File: src/rtl/spmac_pkg.sv
package spmac_pkg;

   typedef enum logic [1:0] {
      SPLIT_X1  = 2'd0,
      SPLIT_X2  = 2'd1,
      SPLIT_X4  = 2'd2,
      SPLIT_ALT = 2'd3
   } split_e;

   localparam int LOG_LANES_MAX = 2;
   localparam int VARIANTS      = LOG_LANES_MAX + 1;

   function automatic int variant_of(input logic [1:0] code);
      case (code)
         SPLIT_X2: return 1;
         SPLIT_X4: return 2;
         default:  return 0;
      endcase
   endfunction

endpackage

File: src/rtl/spmac_reduce.sv
module spmac_reduce #(
   parameter int W      = 8,
   parameter int MASK_W = 4
) (
   input  logic [W-1:0]      x_i,
   input  logic [MASK_W-1:0] m_i,
   output logic [W-1:0]      y_o
);
   localparam logic [MASK_W-1:0] M_MAX = MASK_W'(W - 1);

   generate
      if ((1 << MASK_W) < W) begin : g_bad_mask
         $error("spmac_reduce: MASK_W too narrow for subword width");
      end
   endgenerate

   logic [MASK_W-1:0] m_eff;
   logic [W-1:0]      half;
   logic [W-1:0]      rounded;
   logic [W-1:0]      limited;
   logic [W-1:0]      low_bits;
   logic              pos_ovf;

   always_comb begin
      m_eff    = (m_i > M_MAX) ? M_MAX : m_i;
      half     = (m_eff == '0) ? '0 : (W'(1) << (m_eff - MASK_W'(1)));
      rounded  = x_i + half;
      // only a non-negative operand can pass the positive limit
      pos_ovf  = ~x_i[W-1] & rounded[W-1];
      limited  = pos_ovf ? {1'b0, {(W-1){1'b1}}} : rounded;
      low_bits = (W'(1) << m_eff) - W'(1);
      y_o      = limited & ~low_bits;
   end

endmodule

File: src/rtl/spmac_lanes.sv
module spmac_lanes #(
   parameter int LANES  = 1,
   parameter int DATA_W = 16,
   parameter int ACC_W  = 48,
   parameter int MASK_W = 4
) (
   input  logic [DATA_W-1:0] w_i,
   input  logic [DATA_W-1:0] f_i,
   input  logic [MASK_W-1:0] m_i,
   input  logic [ACC_W-1:0]  acc_i,
   input  logic              clr_i,
   output logic [ACC_W-1:0]  next_o
);
   localparam int SW = DATA_W / LANES;
   localparam int LW = ACC_W / LANES;
   localparam int PW = 2 * SW;

   generate
      if (DATA_W % LANES != 0 || ACC_W % LANES != 0) begin : g_bad_split
         $error("spmac_lanes: widths not divisible by lane count");
      end
      if (LW < PW) begin : g_bad_acc
         $error("spmac_lanes: lane accumulator narrower than product");
      end
   endgenerate

   for (genvar i = 0; i < LANES; i++) begin : g_lane
      logic [SW-1:0]        w_red;
      logic [SW-1:0]        f_red;
      logic signed [PW-1:0] prod;
      logic [LW-1:0]        prod_ext;
      logic [LW-1:0]        acc_lane;

      spmac_reduce #(.W(SW), .MASK_W(MASK_W)) u_red_w (
         .x_i (w_i[i*SW +: SW]),
         .m_i (m_i),
         .y_o (w_red)
      );

      spmac_reduce #(.W(SW), .MASK_W(MASK_W)) u_red_f (
         .x_i (f_i[i*SW +: SW]),
         .m_i (m_i),
         .y_o (f_red)
      );

      always_comb begin
         prod     = $signed(w_red) * $signed(f_red);
         prod_ext = {{(LW-PW){prod[PW-1]}}, prod};
         acc_lane = acc_i[i*LW +: LW];
      end

      // each lane adds in its own width so the carry out is dropped here
      assign next_o[i*LW +: LW] = clr_i ? prod_ext : (acc_lane + prod_ext);
   end

endmodule

File: src/rtl/spmac_top.sv
module spmac_top
   import spmac_pkg::*;
#(
   parameter int DATA_W = 16,
   parameter int ACC_W  = 48,
   parameter int MASK_W = 4
) (
   input  logic              clk,
   input  logic              rst,
   input  logic              en,
   input  logic              clr,
   input  logic              guard,
   input  logic [1:0]        mode,
   input  logic [MASK_W-1:0] mask_cnt,
   input  logic [DATA_W-1:0] wgt,
   input  logic [DATA_W-1:0] feat,
   output logic [ACC_W-1:0]  acc_o
);
   localparam int MAX_LANES = 1 << LOG_LANES_MAX;

   generate
      if (DATA_W % MAX_LANES != 0 || ACC_W % MAX_LANES != 0) begin : g_bad_top
         $error("spmac_top: widths must split into the widest lane count");
      end
   endgenerate

   logic              active;
   logic [DATA_W-1:0] held_w, held_f;
   logic [DATA_W-1:0] mul_w, mul_f;
   logic [ACC_W-1:0]  acc_q;
   logic [ACC_W-1:0]  acc_d;
   logic [ACC_W-1:0]  cand [VARIANTS];

   // operand isolation: idle or guarded cycles present the last used operands
   assign active = en & ~guard & ~rst;
   assign mul_w  = active ? wgt  : held_w;
   assign mul_f  = active ? feat : held_f;

   always_ff @(posedge clk) begin
      if (rst) begin
         held_w <= '0;
         held_f <= '0;
      end else if (active) begin
         held_w <= wgt;
         held_f <= feat;
      end
   end

   for (genvar k = 0; k < VARIANTS; k++) begin : g_split
      spmac_lanes #(
         .LANES  (1 << k),
         .DATA_W (DATA_W),
         .ACC_W  (ACC_W),
         .MASK_W (MASK_W)
      ) u_lanes (
         .w_i    (mul_w),
         .f_i    (mul_f),
         .m_i    (mask_cnt),
         .acc_i  (acc_q),
         .clr_i  (clr),
         .next_o (cand[k])
      );
   end

   always_comb begin
      acc_d = acc_q;
      if (en) begin
         if (guard) acc_d = clr ? '0 : acc_q;
         else       acc_d = cand[variant_of(mode)];
      end
   end

   always_ff @(posedge clk) begin
      if (rst) acc_q <= '0;
      else     acc_q <= acc_d;
   end

   assign acc_o = acc_q;

   // reset empties the accumulator
   p_reset_clear_r1: assert property (@(posedge clk)
      rst |=> acc_o == '0);

   // disabled cycles leave the sum alone
   p_idle_hold_r6: assert property (@(posedge clk) disable iff (rst)
      !en |=> acc_o == $past(acc_o));

   // guarded accumulate keeps the sum
   p_guard_hold_r7: assert property (@(posedge clk) disable iff (rst)
      (en && guard && !clr) |=> acc_o == $past(acc_o));

   // multiplier operands frozen whenever no operation runs
   p_operand_freeze_r7: assert property (@(posedge clk) disable iff (rst)
      !active |-> ($stable(mul_w) && $stable(mul_f)));

   // guarded clear gives zero
   p_guard_clear_r8: assert property (@(posedge clk) disable iff (rst)
      (en && guard && clr) |=> acc_o == '0);

endmodule

File: config.mk
export PLATFORM = sky130hd
export DESIGN_NAME = spmac_top
export DESIGN_NICKNAME = d
export VERILOG_FILES = /design/src/rtl/spmac_pkg.sv /design/src/rtl/spmac_reduce.sv /design/src/rtl/spmac_lanes.sv /design/src/rtl/spmac_top.sv
export SDC_FILE = /design/constraint.sdc
export NUM_CORES = 2
export LEC_CHECK = 0
export BUFFER_PORTS_ARGS = -buffer_cell sky130_fd_sc_hd__buf_2
export CELL_PAD_IN_SITES_DETAIL_PLACEMENT = 1
export CELL_PAD_IN_SITES_GLOBAL_PLACEMENT = 1
export CORE_ASPECT_RATIO = 1.5
export CORE_MARGIN = 10
export CORE_UTILIZATION = 46
export DETAILED_ROUTE_END_ITERATION = 7
export HOLD_SLACK_MARGIN = 0.15
export PLACE_DENSITY = 0.77
export SYNTH_ARGS = -nofsm -noshare
export SYNTH_HDL_FRONTEND = slang
export SYNTH_SLANG_ARGS = --single-unit
File: constraint.sdc
create_clock -name clk -period 13 [get_ports clk]
set_input_delay 1.3 -clock clk [delete_from_list [all_inputs] [get_ports clk]]
set_output_delay 1.3 -clock clk [all_outputs]
set_load 0.005 [all_outputs]
==> flow_metrics.py <==
metrics = {
    "clock_tree": {
        "post_cts_resized": 0,
        "cts.sinks": 80,
        "cts.clk_slew.worst_paths_ps": 90,
        "cts_setup_buffers": 0,
        "cts_hold_buf": 0,
        "cts_tree": "built",
        "cts_buffer_depth": 2,
        "clockRootBuffer": "clkbuf_16",
        "htreeDepth": 3,
        "clkLatencyLatePin_ps": 420,
        "cts-buffers-inserted": 9,
    },
    "floorplanning": {
        "num_rows": 119,
        "die_x_um": 237,
        "start_util": 0.463,
        "fp.dieH_um": 346,
        "die_area_um2": 82100,
        "ios": 91,
        "coreArea_um2": 70300,
    },
    "grt": {
        "grt_overflow": 0,
        "first_global_vias": 34900,
        "antenna_found_initial": 4,
        "grt_use_total": 0.315,
        "grt_pass1_wl_um": 200000,
        "grt_max_degree": 68,
    },
    "timing": {
        "finalCritPeriodShare": 0.973,
        "fmax_mhz": 79.1,
        "worst-slew-pin-transition_ps": 1260,
        "slew_headroom": 0.156,
        "fin_crit_ps": 12650,
        "holdWs_ps": 471,
        "hold_violations": 0,
        "finalSetupViolations": 0,
        "fin_tns_setup_ps": 0,
        "final_max_slew_viol_count": 0,
        "clock_skew_ps": 21.6,
    },
    "synthesis": {
        "yosys_most_used_dff": "dfxtp_1",
        "synth_top_family_by_area": "adder cells",
        "synth_compound_area_frac": 0.190,
        "synth-edff-count": 0,
        "synth_top_cell_area_share": 0.267,
        "synth_cell_types": 92,
        "synthTopCellsByArea": "fa_1 27%, ha_1 16%, inv_1 6.1%",
        "synthCells": 4081,
        "yosys.area_share.xor_xnor": 0.0755,
        "synth-simple-area-share": 0.168,
        "ys_async_sr_fraction": 0,
        "ys_seq_area_frac": 0.0492,
        "syn-num-nets": 4969,
        "yosysWarningCount": 0,
        "synthAdderAreaFrac": 0.425,
        "synth_area_um2": 32600,
        "syn_avg_cell_area_um2": 7.98,
        "synth.mux.area_fraction": 0.0159,
        "synth_top_area_cell": "fa_1",
        "ys_top_cells_by_count": "528 x inv_1, 447 x nor2_1, 434 x fa_1, 411 x ha_1, 393 x nand2_1",
        "ys_ff_latch": 80,
        "synth.most_common_cell": "inv_1",
    },
    "cells_and_area": {
        "post-route-util": 0.523,
        "syn2layout_area_growth_pct": 12.8,
        "design_area_um2": 36700,
        "nets": 5277,
        "drive_gt1_frac": 0.125,
    },
    "drt": {
        "vias": 31400,
        "drt_pass1_iterations": 5,
        "wl_um": 130000,
        "drcViolationCount": 0,
        "drt_iter0_drc": 1617,
        "drt.antenna.violating_nets": 0,
        "vias_per_cell": 5.93,
        "avgRoutedWirePerCell_um": 24.4,
    },
    "worst_hold_path": {
        "holdPathEnd": "held_f[8]",
        "min_from": "held_f[8]",
        "holdPathStages": 2,
        "holdCritPathClass": "register to register",
    },
    "run": {
        "cap_violations": 0,
    },
    "pwr": {
        "p_total_mw": 1.77,
        "ir_drop_v": 0.0000659,
        "power_density_nw_per_um2": 48.1,
        "p_leak_nw": 18.9,
    },
    "place": {
        "port_buffers": 90,
        "dpl_cell_area_um2": 36300,
        "gp_congestion": 1.02,
        "dpl.hpwl_um": 112000,
    },
    "run_status": {
        "status": "completed",
    },
    "worst_setup_path": {
        "crit_fanout": 31,
        "start_kind": "primary input",
        "crit_required_ps": 13320,
        "rr_worst_depth": 46,
        "slowest_delay_ps": 700,
        "critPathCaptureType": "register",
        "arrival_ps": 12970,
        "r2r-start": "held_f[3]",
        "r2r_slack_ps": 1740,
        "critPathSlowestCell": "or4b_2",
        "path_class": "primary input to register",
        "r2r-end": "acc_o[43]",
    },
}
[flip-flops by register name, indices dropped and copies added (netlist names)]
name / flops
held_w: 16
held_f: 16
acc_o: 48
[routing by layer]
metal  global-route usage  wire (µm)  share of wire
met5                    0          0              0
met4                0.234      10900          0.084
met3               0.0395       5310          0.041
met2                0.565      66200           0.51
met1                0.332      47100           0.36
[power breakdown]
group,internal [mW],switching [mW],total [mW]
registers,0.256,0.0203,0.276
logic,0.476,0.726,1.20
clock network,0.132,0.156,0.288
[cells by family after synthesis]
group	after synthesis
and+or+nand+nor	1215
muxes	39
DFF	80
adders and majority gates	845
xor gates and xnor gates	280
AOI/OAI and AO/OA	962
buffers and inverters	660
[worst max-delay path by stage]
stage / to / start / cells after the start / slack [ps]
floorplan: acc_o[43] / mask_cnt[3] / 48 / 30
CTS: acc_o[47] / mask_cnt[1] / 48 / 250
finish: acc_o[43] / rst / 49 / 350
detailed placement: acc_o[47] / mask_cnt[1] / 48 / -130
global route: acc_o[34] / rst / 54 / -50
global placement: acc_o[43] / rst / 48 / 60
[worst max-delay path, delay by kind of cell]
kind            cells  cell delay [ps]
compound gates     12             2180
xor+xnor            2              820
fa+ha+maj          10             4150
simple gates       11             2630
buf+inv            14             1810
[area by class of cell]
cell class              instances  area [µm²]
multi-input cells            3341       28600
fillers                      8696       33500
diodes                          4        10.0
flip-flops and latches         80        1600
clock buffers                   9         225
repair buffers                426        3100
clock inverters                 7        52.6
inverters                     531        1990
well taps                     907        1130
[placed cells by master (no fill, tap or decap), drive strengths merged, types with 19 or more instances in the layout]
master and n:
a21oi 257, nor3 71, buf 426, o21ai 242, inv 532, nand2b 43
o21a 44, xor2 93, nor2 450, and2 38, o211ai 21, a211oi 39
a31oi 31, nand3 47, ha 411, a21o 115, nand2 394, nor2b 51
o21bai 37, dfxtp 80, fa 434, or2 29, xnor2 187, mux2i 19
and3 24
[stage by stage]
stage | setup WS, ps | cells
2_1_floorplan | 32.5 | 4081
3_3_place_gp | 59.2 | 5285
3_5_place_dp | -130 | 5285
4_1_cts | 248 | 5301
5_1_grt | -52.2 | 5301
6_report | 352 | 5305
(Power assumes the default switching activity.)
